==> config.mk <==
export PLATFORM = sky130hd
export DESIGN_NAME = dual_hop_matrix_core
export DESIGN_NICKNAME = d
export VERILOG_FILES = /design/src/rtl/mc_pkg.sv /design/src/rtl/mc_write_path.sv /design/src/rtl/mc_operand_store.sv /design/src/rtl/mc_mac_cell.sv /design/src/rtl/mc_read_path.sv /design/src/rtl/dual_hop_matrix_core.sv
export SDC_FILE = /design/constraint.sdc
export NUM_CORES = 2
export LEC_CHECK = 0
export CORE_ASPECT_RATIO = 1.4
export CORE_MARGIN = 2
export CORE_UTILIZATION = 34
export DETAILED_ROUTE_END_ITERATION = 8
export DONT_BUFFER_PORTS = 1
export MAX_ROUTING_LAYER = met4
export PLACE_DENSITY = 0.56
export SLEW_MARGIN = 10
export SYNTH_ARGS = -nofsm -noshare
export SYNTH_HDL_FRONTEND = slang
export SYNTH_HIERARCHICAL = 1
export SYNTH_SLANG_ARGS = --single-unit
==> constraint.sdc <==
create_clock -name clk_i -period 14.05 [get_ports clk_i]
set_input_delay 0 -clock clk_i [delete_from_list [all_inputs] [get_ports clk_i]]
set_output_delay 0 -clock clk_i [all_outputs]
set_load 0.02 [all_outputs]
==> src/rtl/mc_pkg.sv <==
package mc_pkg;
  typedef enum logic [2:0] {
    S_IDLE   = 3'd0,
    S_WSIGN  = 3'd1,
    S_WDATA  = 3'd2,
    S_PROC   = 3'd3,
    S_RFETCH = 3'd4,
    S_ROUT   = 3'd5
  } phase_e;

  localparam logic OP_SIGN  = 1'b0;
  localparam logic OP_GO    = 1'b1;
  localparam logic RD_FETCH = 1'b0;
  localparam logic RD_OUT   = 1'b1;
endpackage

==> src/rtl/mc_write_path.sv <==
module mc_write_path #(
  parameter int IDX_W = 2,
  parameter int MAG_W = 8,
  parameter int HOPS  = 2
) (
  input  logic             clk_i,
  input  logic             rst_ni,
  input  logic             push_i,
  input  logic             is_data_i,
  input  logic             mat_i,
  input  logic             neg_i,
  input  logic [IDX_W-1:0] row_i,
  input  logic [IDX_W-1:0] col_i,
  input  logic [MAG_W-1:0] mag_i,
  output logic             busy_o,
  output logic             st_we_o,
  output logic             st_is_data_o,
  output logic             st_mat_o,
  output logic             st_neg_o,
  output logic [IDX_W-1:0] st_row_o,
  output logic [IDX_W-1:0] st_col_o,
  output logic [MAG_W-1:0] st_mag_o
);
  typedef struct packed {
    logic             is_data;
    logic             mat;
    logic             neg;
    logic [IDX_W-1:0] row;
    logic [IDX_W-1:0] col;
    logic [MAG_W-1:0] mag;
  } tok_t;

  tok_t tok_in;
  tok_t hop_q [HOPS];
  logic vld_q [HOPS];

  assign tok_in = '{is_data: is_data_i, mat: mat_i, neg: neg_i,
                    row: row_i, col: col_i, mag: mag_i};

  for (genvar h = 0; h < HOPS; h++) begin : g_hop
    if (h == 0) begin : g_entry
      always_ff @(posedge clk_i or negedge rst_ni) begin
        if (!rst_ni) begin
          vld_q[0] <= 1'b0;
          hop_q[0] <= '0;
        end else begin
          vld_q[0] <= push_i;
          if (push_i) hop_q[0] <= tok_in;
        end
      end
    end else begin : g_fwd
      always_ff @(posedge clk_i or negedge rst_ni) begin
        if (!rst_ni) begin
          vld_q[h] <= 1'b0;
          hop_q[h] <= '0;
        end else begin
          vld_q[h] <= vld_q[h-1];
          if (vld_q[h-1]) hop_q[h] <= hop_q[h-1];
        end
      end
    end
  end

  always_comb begin
    busy_o = 1'b0;
    for (int h = 0; h < HOPS; h++) busy_o = busy_o | vld_q[h];
  end

  assign st_we_o      = vld_q[HOPS-1];
  assign st_is_data_o = hop_q[HOPS-1].is_data;
  assign st_mat_o     = hop_q[HOPS-1].mat;
  assign st_neg_o     = hop_q[HOPS-1].neg;
  assign st_row_o     = hop_q[HOPS-1].row;
  assign st_col_o     = hop_q[HOPS-1].col;
  assign st_mag_o     = hop_q[HOPS-1].mag;
endmodule

==> src/rtl/mc_operand_store.sv <==
module mc_operand_store #(
  parameter  int N     = 3,
  parameter  int MAG_W = 8,
  parameter  int IDX_W = 2,
  localparam int CELLS = N * N,
  localparam int CW    = (CELLS > 1) ? $clog2(CELLS) : 1
) (
  input  logic                    clk_i,
  input  logic                    rst_ni,
  input  logic                    we_i,
  input  logic                    is_data_i,
  input  logic                    mat_i,
  input  logic                    neg_i,
  input  logic [IDX_W-1:0]        row_i,
  input  logic [IDX_W-1:0]        col_i,
  input  logic [MAG_W-1:0]        mag_i,
  output logic signed [MAG_W:0]   a_val_o [CELLS],
  output logic signed [MAG_W:0]   b_val_o [CELLS]
);
  logic [MAG_W-1:0] mag_q [2][CELLS];
  logic             neg_q [2][CELLS];
  logic [CW-1:0]    idx;

  assign idx = CW'(int'(row_i) * N + int'(col_i));

  always_ff @(posedge clk_i or negedge rst_ni) begin
    if (!rst_ni) begin
      for (int m = 0; m < 2; m++)
        for (int c = 0; c < CELLS; c++) begin
          mag_q[m][c] <= '0;
          neg_q[m][c] <= 1'b0;
        end
    end else if (we_i) begin
      if (is_data_i) mag_q[mat_i][idx] <= mag_i;
      else           neg_q[mat_i][idx] <= neg_i;
    end
  end

  for (genvar c = 0; c < CELLS; c++) begin : g_val
    assign a_val_o[c] = neg_q[0][c] ? -$signed({1'b0, mag_q[0][c]}) : $signed({1'b0, mag_q[0][c]});
    assign b_val_o[c] = neg_q[1][c] ? -$signed({1'b0, mag_q[1][c]}) : $signed({1'b0, mag_q[1][c]});
  end
endmodule

==> src/rtl/mc_mac_cell.sv <==
module mc_mac_cell #(
  parameter int MAG_W = 8,
  parameter int ACC_W = 19
) (
  input  logic                    clk_i,
  input  logic                    rst_ni,
  input  logic                    clr_i,
  input  logic                    en_i,
  input  logic signed [MAG_W:0]   a_i,
  input  logic signed [MAG_W:0]   b_i,
  output logic signed [ACC_W-1:0] acc_o
);
  logic signed [ACC_W-1:0] prod;

  assign prod = ACC_W'(a_i) * ACC_W'(b_i);

  always_ff @(posedge clk_i or negedge rst_ni) begin
    if (!rst_ni)    acc_o <= '0;
    else if (clr_i) acc_o <= '0;
    else if (en_i)  acc_o <= acc_o + prod;
  end
endmodule

==> src/rtl/mc_read_path.sv <==
module mc_read_path #(
  parameter  int N     = 3,
  parameter  int IDX_W = 2,
  parameter  int ACC_W = 19,
  localparam int CELLS = N * N,
  localparam int CW    = (CELLS > 1) ? $clog2(CELLS) : 1
) (
  input  logic                    clk_i,
  input  logic                    rst_ni,
  input  logic                    fetch_i,
  input  logic [IDX_W-1:0]        row_i,
  input  logic [IDX_W-1:0]        col_i,
  input  logic signed [ACC_W-1:0] res_i [CELLS],
  input  logic                    pull_i,
  output logic                    busy_o,
  output logic                    dout_valid_o,
  output logic signed [ACC_W-1:0] dout_data_o
);
  logic                    h1_vld_q;
  logic [CW-1:0]           h1_idx_q;
  logic signed [ACC_W-1:0] h2_data_q;

  always_ff @(posedge clk_i or negedge rst_ni) begin
    if (!rst_ni) begin
      h1_vld_q     <= 1'b0;
      h1_idx_q     <= '0;
      h2_data_q    <= '0;
      dout_valid_o <= 1'b0;
      dout_data_o  <= '0;
    end else begin
      h1_vld_q <= fetch_i;
      if (fetch_i) h1_idx_q <= CW'(int'(row_i) * N + int'(col_i));
      // hop 2 captures the addressed cell one cycle after the request
      if (h1_vld_q) h2_data_q <= res_i[h1_idx_q];
      // hop 1 pulls the held value onto the output bus
      dout_valid_o <= pull_i;
      if (pull_i) dout_data_o <= h2_data_q;
    end
  end

  assign busy_o = h1_vld_q;
endmodule

==> src/rtl/dual_hop_matrix_core.sv <==
module dual_hop_matrix_core
  import mc_pkg::*;
#(
  parameter  int N     = 3,
  parameter  int MAG_W = 8,
  localparam int IDX_W = $clog2(N + 1),
  localparam int ACC_W = 2 * MAG_W + ((N > 1) ? $clog2(N) : 1) + 1
) (
  input  logic                    clk_i,
  input  logic                    rst_ni,
  input  logic                    wr_cmd_valid_i,
  output logic                    wr_cmd_ready_o,
  input  logic                    wr_cmd_op_i,
  input  logic                    wr_cmd_mat_i,
  input  logic                    wr_cmd_neg_i,
  input  logic [IDX_W-1:0]        wr_cmd_row_i,
  input  logic [IDX_W-1:0]        wr_cmd_col_i,
  input  logic                    din_valid_i,
  output logic                    din_ready_o,
  input  logic                    din_mat_i,
  input  logic [IDX_W-1:0]        din_row_i,
  input  logic [IDX_W-1:0]        din_col_i,
  input  logic [MAG_W-1:0]        din_mag_i,
  input  logic                    rd_cmd_valid_i,
  output logic                    rd_cmd_ready_o,
  input  logic                    rd_cmd_op_i,
  input  logic [IDX_W-1:0]        rd_cmd_row_i,
  input  logic [IDX_W-1:0]        rd_cmd_col_i,
  output logic                    dout_valid_o,
  input  logic                    dout_ready_i,
  output logic signed [ACC_W-1:0] dout_data_o,
  output logic                    err_phase_o,
  output logic                    err_range_o
);
  localparam int CELLS = N * N;
  localparam int K_W   = (N > 1) ? $clog2(N) : 1;

  phase_e state_q, state_d;
  logic   wr_fire, din_fire, rd_fire, base_rdy, rd_busy, wr_busy;
  logic   push, fetch, pull, clr, mac_en, k_last;
  logic   err_ph_d, err_rg_d;
  logic [K_W-1:0] k_q;

  logic             st_we, st_is_data, st_mat, st_neg;
  logic [IDX_W-1:0] st_row, st_col;
  logic [MAG_W-1:0] st_mag;
  logic signed [MAG_W:0]   a_val [CELLS];
  logic signed [MAG_W:0]   b_val [CELLS];
  logic signed [ACC_W-1:0] res   [CELLS];

  function automatic logic in_grid(input logic [IDX_W-1:0] r, input logic [IDX_W-1:0] c);
    return (int'(r) < N) && (int'(c) < N);
  endfunction

  // one token per cycle: write command, then data, then read
  assign base_rdy       = (state_q != S_PROC);
  assign wr_cmd_ready_o = base_rdy;
  assign din_ready_o    = base_rdy && !wr_cmd_valid_i;
  assign rd_cmd_ready_o = base_rdy && !wr_cmd_valid_i && !din_valid_i && dout_ready_i && !rd_busy;

  assign wr_fire  = wr_cmd_valid_i && wr_cmd_ready_o;
  assign din_fire = din_valid_i && din_ready_o;
  assign rd_fire  = rd_cmd_valid_i && rd_cmd_ready_o;

  assign mac_en = (state_q == S_PROC) && !wr_busy;
  assign k_last = (k_q == K_W'(N - 1));

  always_comb begin
    state_d  = state_q;
    push     = 1'b0;
    fetch    = 1'b0;
    pull     = 1'b0;
    clr      = 1'b0;
    err_ph_d = 1'b0;
    err_rg_d = 1'b0;
    if (wr_fire) begin
      if (wr_cmd_op_i == OP_GO) begin
        if (state_q == S_WDATA) begin
          state_d = S_PROC;
          clr     = 1'b1;
        end else err_ph_d = 1'b1;
      end else if (!(state_q inside {S_IDLE, S_WSIGN, S_RFETCH})) err_ph_d = 1'b1;
      else if (!in_grid(wr_cmd_row_i, wr_cmd_col_i)) err_rg_d = 1'b1;
      else begin
        push    = 1'b1;
        state_d = S_WSIGN;
      end
    end else if (din_fire) begin
      if (!(state_q inside {S_WSIGN, S_WDATA})) err_ph_d = 1'b1;
      else if (!in_grid(din_row_i, din_col_i)) err_rg_d = 1'b1;
      else begin
        push    = 1'b1;
        state_d = S_WDATA;
      end
    end else if (rd_fire) begin
      if (rd_cmd_op_i == RD_FETCH) begin
        if (state_q != S_RFETCH) err_ph_d = 1'b1;
        else if (!in_grid(rd_cmd_row_i, rd_cmd_col_i)) err_rg_d = 1'b1;
        else begin
          fetch   = 1'b1;
          state_d = S_ROUT;
        end
      end else begin
        if (state_q == S_ROUT) begin
          pull    = 1'b1;
          state_d = S_RFETCH;
        end else err_ph_d = 1'b1;
      end
    end
    if (mac_en && k_last) state_d = S_RFETCH;
  end

  always_ff @(posedge clk_i or negedge rst_ni) begin
    if (!rst_ni) begin
      state_q     <= S_IDLE;
      k_q         <= '0;
      err_phase_o <= 1'b0;
      err_range_o <= 1'b0;
    end else begin
      state_q     <= state_d;
      err_phase_o <= err_ph_d;
      err_range_o <= err_rg_d;
      if (clr)                  k_q <= '0;
      else if (mac_en)          k_q <= k_last ? '0 : k_q + 1'b1;
    end
  end

  mc_write_path #(.IDX_W(IDX_W), .MAG_W(MAG_W), .HOPS(2)) u_wpath (
    .clk_i        (clk_i),
    .rst_ni       (rst_ni),
    .push_i       (push),
    .is_data_i    (din_fire),
    .mat_i        (wr_fire ? wr_cmd_mat_i : din_mat_i),
    .neg_i        (wr_cmd_neg_i),
    .row_i        (wr_fire ? wr_cmd_row_i : din_row_i),
    .col_i        (wr_fire ? wr_cmd_col_i : din_col_i),
    .mag_i        (din_mag_i),
    .busy_o       (wr_busy),
    .st_we_o      (st_we),
    .st_is_data_o (st_is_data),
    .st_mat_o     (st_mat),
    .st_neg_o     (st_neg),
    .st_row_o     (st_row),
    .st_col_o     (st_col),
    .st_mag_o     (st_mag)
  );

  mc_operand_store #(.N(N), .MAG_W(MAG_W), .IDX_W(IDX_W)) u_store (
    .clk_i     (clk_i),
    .rst_ni    (rst_ni),
    .we_i      (st_we),
    .is_data_i (st_is_data),
    .mat_i     (st_mat),
    .neg_i     (st_neg),
    .row_i     (st_row),
    .col_i     (st_col),
    .mag_i     (st_mag),
    .a_val_o   (a_val),
    .b_val_o   (b_val)
  );

  for (genvar i = 0; i < N; i++) begin : g_row
    for (genvar j = 0; j < N; j++) begin : g_col
      logic signed [MAG_W:0] a_sel, b_sel;
      assign a_sel = a_val[i * N + int'(k_q)];
      assign b_sel = b_val[int'(k_q) * N + j];
      mc_mac_cell #(.MAG_W(MAG_W), .ACC_W(ACC_W)) u_cell (
        .clk_i  (clk_i),
        .rst_ni (rst_ni),
        .clr_i  (clr),
        .en_i   (mac_en),
        .a_i    (a_sel),
        .b_i    (b_sel),
        .acc_o  (res[i * N + j])
      );
    end
  end

  mc_read_path #(.N(N), .IDX_W(IDX_W), .ACC_W(ACC_W)) u_rpath (
    .clk_i        (clk_i),
    .rst_ni       (rst_ni),
    .fetch_i      (fetch),
    .row_i        (rd_cmd_row_i),
    .col_i        (rd_cmd_col_i),
    .res_i        (res),
    .pull_i       (pull),
    .busy_o       (rd_busy),
    .dout_valid_o (dout_valid_o),
    .dout_data_o  (dout_data_o)
  );
endmodule

# Word level (Yosys, flattened, before mapping)
# Index checks and enable logic that the tools add are counted.
dict set report totals {
  register_bits 416
  word_cells 313
}
dict set report classes {
  reduce_logical 27
  mux 129
  bitwise_logic 11
  n_eq_ne 15
  multipliers 12
  n_lt_le_gt_ge 17
  n_addsub 34
}
# op n
set op_table {}
lappend op_table {{$mux 19} 20}
lappend op_table {{$mux 9} 31}
lappend op_table {{$bmux 9 s4} 6}
lappend op_table {{$ge 32x5->1 const B} 6}
lappend op_table {{$add 19x19->19} 9}
lappend op_table {{$mul 9x9->18} 9}
lappend op_table {{$neg 8->9} 18}
lappend op_table {{$bwmux 144} 1}
lappend op_table {{$bmux 19 s4} 1}
lappend op_table {{$demux 72 s1} 1}
lappend op_table {{$mux 72} 1}
lappend op_table {{$not 32->32} 2}
lappend op_table {{$mux 1} 44}
lappend op_table {{$mux 3} 14}
lappend op_table {{$add 32x2->32 const B} 1}
lappend op_table {{$demux 8 s4} 1}
lappend op_table {{$not 2->32} 1}
lappend op_table {{$not 3->32} 1}
lappend op_table {{$not 4->32} 1}
lappend op_table {{$not 5->32} 1}
lappend op_table {{$bwmux 18} 1}
lappend op_table {{$logic_and 1x1->1} 14}
lappend op_table {{$lt 2x2->1 const B} 6}
lappend op_table {{$mul 2x2->4 const B} 3}
lappend op_table {{35 further kinds} 52}

# Depth between registers and ports, before layout
dict set report logic_depth {
  ltp_word 10
  ltp_mapped 31
  ltp_nobuf 28
}

# Cells and area by module
# Netlist, hierarchy kept.
# module instances seq_area_each_um2 area_per_inst_um2 cells_each
set by_module_without_submodules {}
lappend by_module_without_submodules {{mc_mac_cell at g_row[1].g_col[1].u_cell ...} 2 475.5 4653.2 522}
lappend by_module_without_submodules {{mc_mac_cell at g_row[2].g_col[1].u_cell ...} 2 475.5 4649.5 523}
lappend by_module_without_submodules {mc_operand_store 1 4053.9 9281.4 825}
lappend by_module_without_submodules {{mc_mac_cell at g_row[0].g_col[1].u_cell ...} 2 475.5 4610.7 518}
lappend by_module_without_submodules {{mc_mac_cell at g_row[0].g_col[0].u_cell} 1 475.5 4674.5 522}
lappend by_module_without_submodules {{mc_mac_cell at g_row[2].g_col[0].u_cell} 1 475.5 4657.0 523}
lappend by_module_without_submodules {{mc_mac_cell at g_row[1].g_col[0].u_cell} 1 475.5 4594.4 504}
lappend by_module_without_submodules {dual_hop_matrix_core 1 175.2 3208.1 293}
lappend by_module_without_submodules {mc_read_path 1 1101.1 2882.8 197}
lappend by_module_without_submodules {mc_write_path 1 800.8 1368.8 79}

# Worst setup path before layout
# Ideal clock, no wire load.
dict set report synth_timing {
  kind {reg-to-reg}
  startpoint {register k_q[0]}
  endpoint {register g_row[0].g_col[1].u_cell.acc_o[18]}
  path_stages_with_launch 29
  n_path_buf 6
  setup_time_ns 0.069
  arrival_time_ns 7.594
  required_ns 13.981
  slack_ns 6.387
  path_cell_list {dfrtp_1 buf_4 buf_2 inv_1 clkbuf_1 ha_1 clkbuf_1 clkbuf_1 mux4_2 and2_1 clkbuf_1 and2_1 fa_1 inv_1 fa_1 inv_1 fa_1 fa_1 inv_1 fa_1 inv_1 ha_1 a21oi_1 o21ai_0 o21a_1 a31oi_1 a21oi_1 or4b_1 nand3_1}
}
dict set report synth_between {
  elab_chain_cells 10
  elab_cells_between_ends 14
}
# item line
set synth_rtl {}
lappend synth_rtl {{start, declared} dual_hop_matrix_core.sv:42} ;# logic [K_W-1:0] k_q;
lappend synth_rtl {{start signal, assigned} dual_hop_matrix_core.sv:124} ;# else if (mac_en) k_q <= k_last ? '0 : k_q + 1'b1;
lappend synth_rtl {{$mul 2x2->4} dual_hop_matrix_core.sv:166} ;# assign b_sel = b_val[int'(k_q) * N + j];
lappend synth_rtl {{$add 32x2->32} dual_hop_matrix_core.sv:166}
lappend synth_rtl {{$not 32->32 (not written as such)} dual_hop_matrix_core.sv:166}
lappend synth_rtl {{$bmux 9 s4} dual_hop_matrix_core.sv:166}
lappend synth_rtl {{$mux 9 (not written as such) (2 in series)} dual_hop_matrix_core.sv:166}
lappend synth_rtl {{via g_row[0].g_col[1].b_sel[4]} dual_hop_matrix_core.sv:164} ;# logic signed [MAG_W:0] a_sel, b_sel;
lappend synth_rtl {{$mul 9x9->18} mc_mac_cell.sv:15} ;# assign prod = ACC_W'(a_i) * ACC_W'(b_i);
lappend synth_rtl {{$add 19x19->19} mc_mac_cell.sv:20} ;# else if (en_i) acc_o <= acc_o + prod;
lappend synth_rtl {{$mux 19} mc_mac_cell.sv:20}
lappend synth_rtl {{$mux 19} mc_mac_cell.sv:19} ;# else if (clr_i) acc_o <= '0;
lappend synth_rtl {{end signal, assigned} mc_mac_cell.sv:20}
lappend synth_rtl {{end, declared} mc_mac_cell.sv:11} ;# output logic signed [ACC_W-1:0] acc_o
# The timed path passes the listed nets, and every way through them passes these cells. The select of a mux whose other input is x is not followed.
# A chain may end at the register's enable or synchronous reset.

# Worst setup path in the final report
dict set report layout_timing {
  startpoint {register k_q[0]}
  endpoint {register g_row[1].g_col[0].u_cell.acc_o[18]}
}
dict set report layout_between {
  elab_chain_cells 9
  elab_cells_between_ends 14
}
# item line
set layout_rtl {}
lappend layout_rtl {{$mul 2x2->4} -}
lappend layout_rtl {{$not 32->32} -}
lappend layout_rtl {{$bmux 9 s4} -}
lappend layout_rtl {{$mux 9 (2 in series)} -}
lappend layout_rtl {{via g_row[0].g_col[0].b_sel[8]} dual_hop_matrix_core.sv:164}
lappend layout_rtl {{$mul 9x9->18} mc_mac_cell.sv:15}
lappend layout_rtl {{$add 19x19->19} mc_mac_cell.sv:20}
lappend layout_rtl {{$mux 19} mc_mac_cell.sv:20}
lappend layout_rtl {{$mux 19} mc_mac_cell.sv:19}
lappend layout_rtl {{end signal, assigned} mc_mac_cell.sv:20}
lappend layout_rtl {{end, declared} mc_mac_cell.sv:11}
# The timed path passes the listed nets, and every way through them passes these cells. The select of a mux whose other input is x is not followed.

==> flow_summary.ini <==
[sta]
rsz0062_at_grt = false
setup_viol = 0
worst-slew-pin-transition_ns = 1.28
fin_worst_skew_ns = 0.0934
setup_total_negative_slack_ns = 0
highest_clock_rate_mhz = 111
final_max_slew_viol_count = 0
timing.slew.headroom_pct = 14.5
hold_violations = 0
post-route-period-util_pct = 64.2
post_layout_min_period_ns = 9.02

[routing]
wl_per_cell_microns = 20.4
routed_wl_microns = 168000
antenna_left = 0
detailedRoute.firstIterationViolations = 2431
drc_errors = 0
dr_total_vias = 42239
detailedRoute.firstPassIterationCount = 6
drt-vias-per-instance = 5.11

[power]
power_per_cell_area_nw_per_um2 = 142
power_frac_clock_pct = 16.4
switch_share_pct = 51.3
power.ir.vdd_worst_uv = 143
power.share.combinational_pct = 58.6
p_int_mw = 4.36
seq_power_share_pct = 25.0
p_switching_mw = 4.58
p_leak_nw = 31.6

[placed_design]
placedInstanceArea_sq_um = 60500
numPlacedInstances = 8111
dp_hpwl_microns = 129000
port_buffers = 0
place.gp.congestion = 0.902

[cts]
cts_tree = yes
cts.root.buffer_cell = sky130_fd_sc_hd__clkbuf_16
tritoncts.num_buffers = 50
cts_hold_fix_bufs = 55
cts_max_level = 2
post-cts-setup-buffers = 0
clk_path_buf_depth = 3
cts_clk_pin_slew_worst_paths_ns = 0.07
post_cts_resized = 0
insertion_delay_ns = 0.72
cts_sinks = 416

[worst_setup_path]
r2r-end = g_row[1].g_col[0].u_cell/acc_o[18]
rr_startpoint = k_q[0]
cp_arrival_ns = 9.63
crit_path_cell_trace = inv_1 > ha_1 > buf_4 > nor2_1 > a32oi_1 > o22ai_1 > clkinv_1 > nor2_1 > fa_1 > fa_1 > fa_1 > fa_1 > inv_1 > fa_1 > inv_1 > ha_1 > nand2_1 > o21ai_0 > o21ai_2 > o21ai_1 > a22oi_1 > a21o_1 > a211oi_1
crit_path_max_incr_delay_ns = 0.99
timing.setup.critical_path_class = register to register
crit_path_frequent_cell = sky130_fd_sc_hd__fa_1
worstPathRequired_ns = 14.66
setup.worst_path.end_class = register
cpMaxStageDelayCell = sky130_fd_sc_hd__o22ai_1
regToRegSetupSlack_ns = 5.03
worst-path-max-fanout = 49
rr_worst_depth = 23
critPathLaunchType = register

[synth]
ys_ff_latch = 416
synth.lib_cells_used.distinct = 94
main_combinational_cell_family_by_area_after_synthesis = adder cells
synth.largest_area_cell = sky130_fd_sc_hd__fa_1
synth_fa_ha_area_share_pct = 37.2
share_of_the_yosys_chip_area_belonging_to_registers_pct = 17.8
count_of_flip_flops_with_a_built_in_enable_after_synthesis = 0
synth_mux_area_share_pct = 10.4
compound_gate_portion_of_the_synthesized_area_pct = 7.74
share_of_synthesized_cell_area_in_and_or_nand_and_nor_gates_pct = 12.5
syn_nets = 7365
synth_cells = 6069
synth.top_cells.by_area = sky130_fd_sc_hd__fa_1 (27%), sky130_fd_sc_hd__dfrtp_1 (18%), sky130_fd_sc_hd__ha_1 (10%)
synthFlopType = sky130_fd_sc_hd__dfrtp_1
yosys.area.top_type_share_pct = 26.9
synthesis.area_sq_um = 58500
synth_area_per_inst_sq_um = 9.64
synthXorXnorAreaFrac_pct = 3.89
number_of_warnings_reported_in_the_yosys_synthesis_log = 6
synth_async_sr_flop_share_pct = 100

[finish]
final_area_sq_um = 63000
final-instance-count-excl-fill = 8264
area_delta_synth_final_pct = 7.69
final_common_cell = sky130_fd_sc_hd__inv_1
final_nets = 7243
post_route_cells_drive_above_1_share_pct = 9.67
layout_common_cells = sky130_fd_sc_hd__inv_1 (1275), sky130_fd_sc_hd__fa_1 (787), sky130_fd_sc_hd__nand2_1 (595), sky130_fd_sc_hd__ha_1 (477), sky130_fd_sc_hd__dfrtp_1 (413)

[outcome]
run_status = completed

[grt]
first_global_vias = 44593
gr-total-overflow = 0
grt_start_max_net_pins = 417
grt_first_pass_wirelength_microns = 264000
grt_antenna_before_repair = 3
grt.total_usage_pct = 20.2

[min_path]
min_delay_path_depth = 2
worstHoldStart = din_row_i[0]
min_to = u_wpath/vld_q[1]
hp-class = primary input to register

[die]
horizontal_die_dimension_microns = 355
std_cell_rows = 180
floorplan.initialDensity_pct = 34.1
fp.coreArea_sq_um = 171000
fp.dieH_microns = 495
io_pins = 56
die_area_sq_um = 175000

[flow_run]
timing.max_cap.violations = 0
per-stage QoR:
stage	hold WS, ns	setup slack, ns	util, %	power [mW]
2_1_floorplan	-0.296	6.39	-	5.68
3_3_place_gp	-0.228	5.27	35.3	7.31
3_5_place_dp	-0.228	4.97	35.3	7.42
4_1_cts	0.00356	5.02	36.7	9.00
5_1_grt	0.0822	4.39	36.8	9.64
6_report	0.0506	5.03	36.8	8.94
cells in the mapped netlist, drive strengths merged, types with 12 or more instances:
cell        n
clkbuf    198
nor2      260
xor2       36
o21bai     23
nand3      49
nand2     596
fa        787
nand4      23
ha        478
o22ai      12
a22oi      22
nor2b      31
mux2i      94
a21oi     168
a211oi     16
or3        30
or4        49
o211ai     24
a22o       25
nand2b     71
xnor2     221
a32oi      28
o21a       30
mux4      110
o31a       26
mux2      228
and2      269
o31ai      24
a21o       28
o41ai      29
dfrtp     416
o2111ai    14
buf        86
inv      1275
o21ai     131
nor3       30
power groups by stage:
| stage | Sequential [mW] | Combinational [mW] | Clock (mW) |
|---|---|---|---|
| 4_1_cts | 2.25 | 5.24 | 1.51 |
| 3_5_place_dp | 2.27 | 5.15 | 0 |
| 2_1_floorplan | 1.80 | 3.88 | 0 |
| 5_1_grt | 2.29 | 5.80 | 1.55 |
| 3_3_place_gp | 2.26 | 5.05 | 0 |
| 6_report | 2.24 | 5.24 | 1.46 |
cells by family (layout without fill, tap and decap cells):
kind of cell               count (synthesis)  in the layout
buffers and inverters                   1569           1485
and+or+nand+nor                         1481           1481
adders and majority gates               1265           1265
AOI/OAI and AO/OA                        648            648
muxes                                    432            432
DFF                                      416            416
xor gates and xnor gates                 258            258
other                                      0              4
worst max-delay path: cells and delay by family (launching register included):
kind            cells  cell delay, ns
buf+inv             5            1.37
simple gates        3            0.88
fa+ha+maj           7            3.26
compound gates      8            2.45
flops               1            0.95
how the worst max path moves through the flow:
| stage | start | end | slack (ns) |
|---|---|---|---|
| 3_5_place_dp | k_q[0] | g_row[1].g_col[0].u_cell/acc_o[18] | 4.97 |
| 4_1_cts | k_q[0] | g_row[1].g_col[0].u_cell/acc_o[18] | 5.02 |
| 2_1_floorplan | k_q[0] | g_row[0].g_col[1].u_cell/acc_o[18] | 6.39 |
| 5_1_grt | k_q[0] | g_row[1].g_col[0].u_cell/acc_o[18] | 4.39 |
| 6_report | k_q[0] | g_row[1].g_col[0].u_cell/acc_o[18] | 5.03 |
| 3_3_place_gp | k_q[0] | g_row[1].g_col[0].u_cell/acc_o[18] | 5.27 |
metal layers:
layer  GRT usage, %  up-vias  wire length [microns]
li1               -    19061                      -
met4           12.7        0                  13200
met5              -        -                      0
met3           2.30      382                   7870
met2           34.5     1091                  83900
met1           22.5    21705                  63500
cell type report:
type	instances	area, sq um
timing repair buffer	110	1070
multi-input combinational	4084	42000
sequential	416	10400
clock inverter	26	407
antenna	4	10.0
clock buffer	64	1380
tap	2275	2850
fill	17192	108000
inverter	1285	4820
sequential cells by signal, indices dropped and copies added (netlist names), 2 cells and up:
signal	flops
g_row.g_col.u_cell/acc_o	171
u_store/mag_q	144
u_rpath/dout_data_o	19
u_rpath/h2_data_q	19
u_store/neg_q	18
u_wpath/hop_q	15
u_wpath/st_mag_o	8
u_rpath/h1_idx_q	4
state_q	3
k_q	2
u_wpath/st_col_o	2
u_wpath/st_row_o	2
Note: power is estimated with default switching activity, not from simulation.
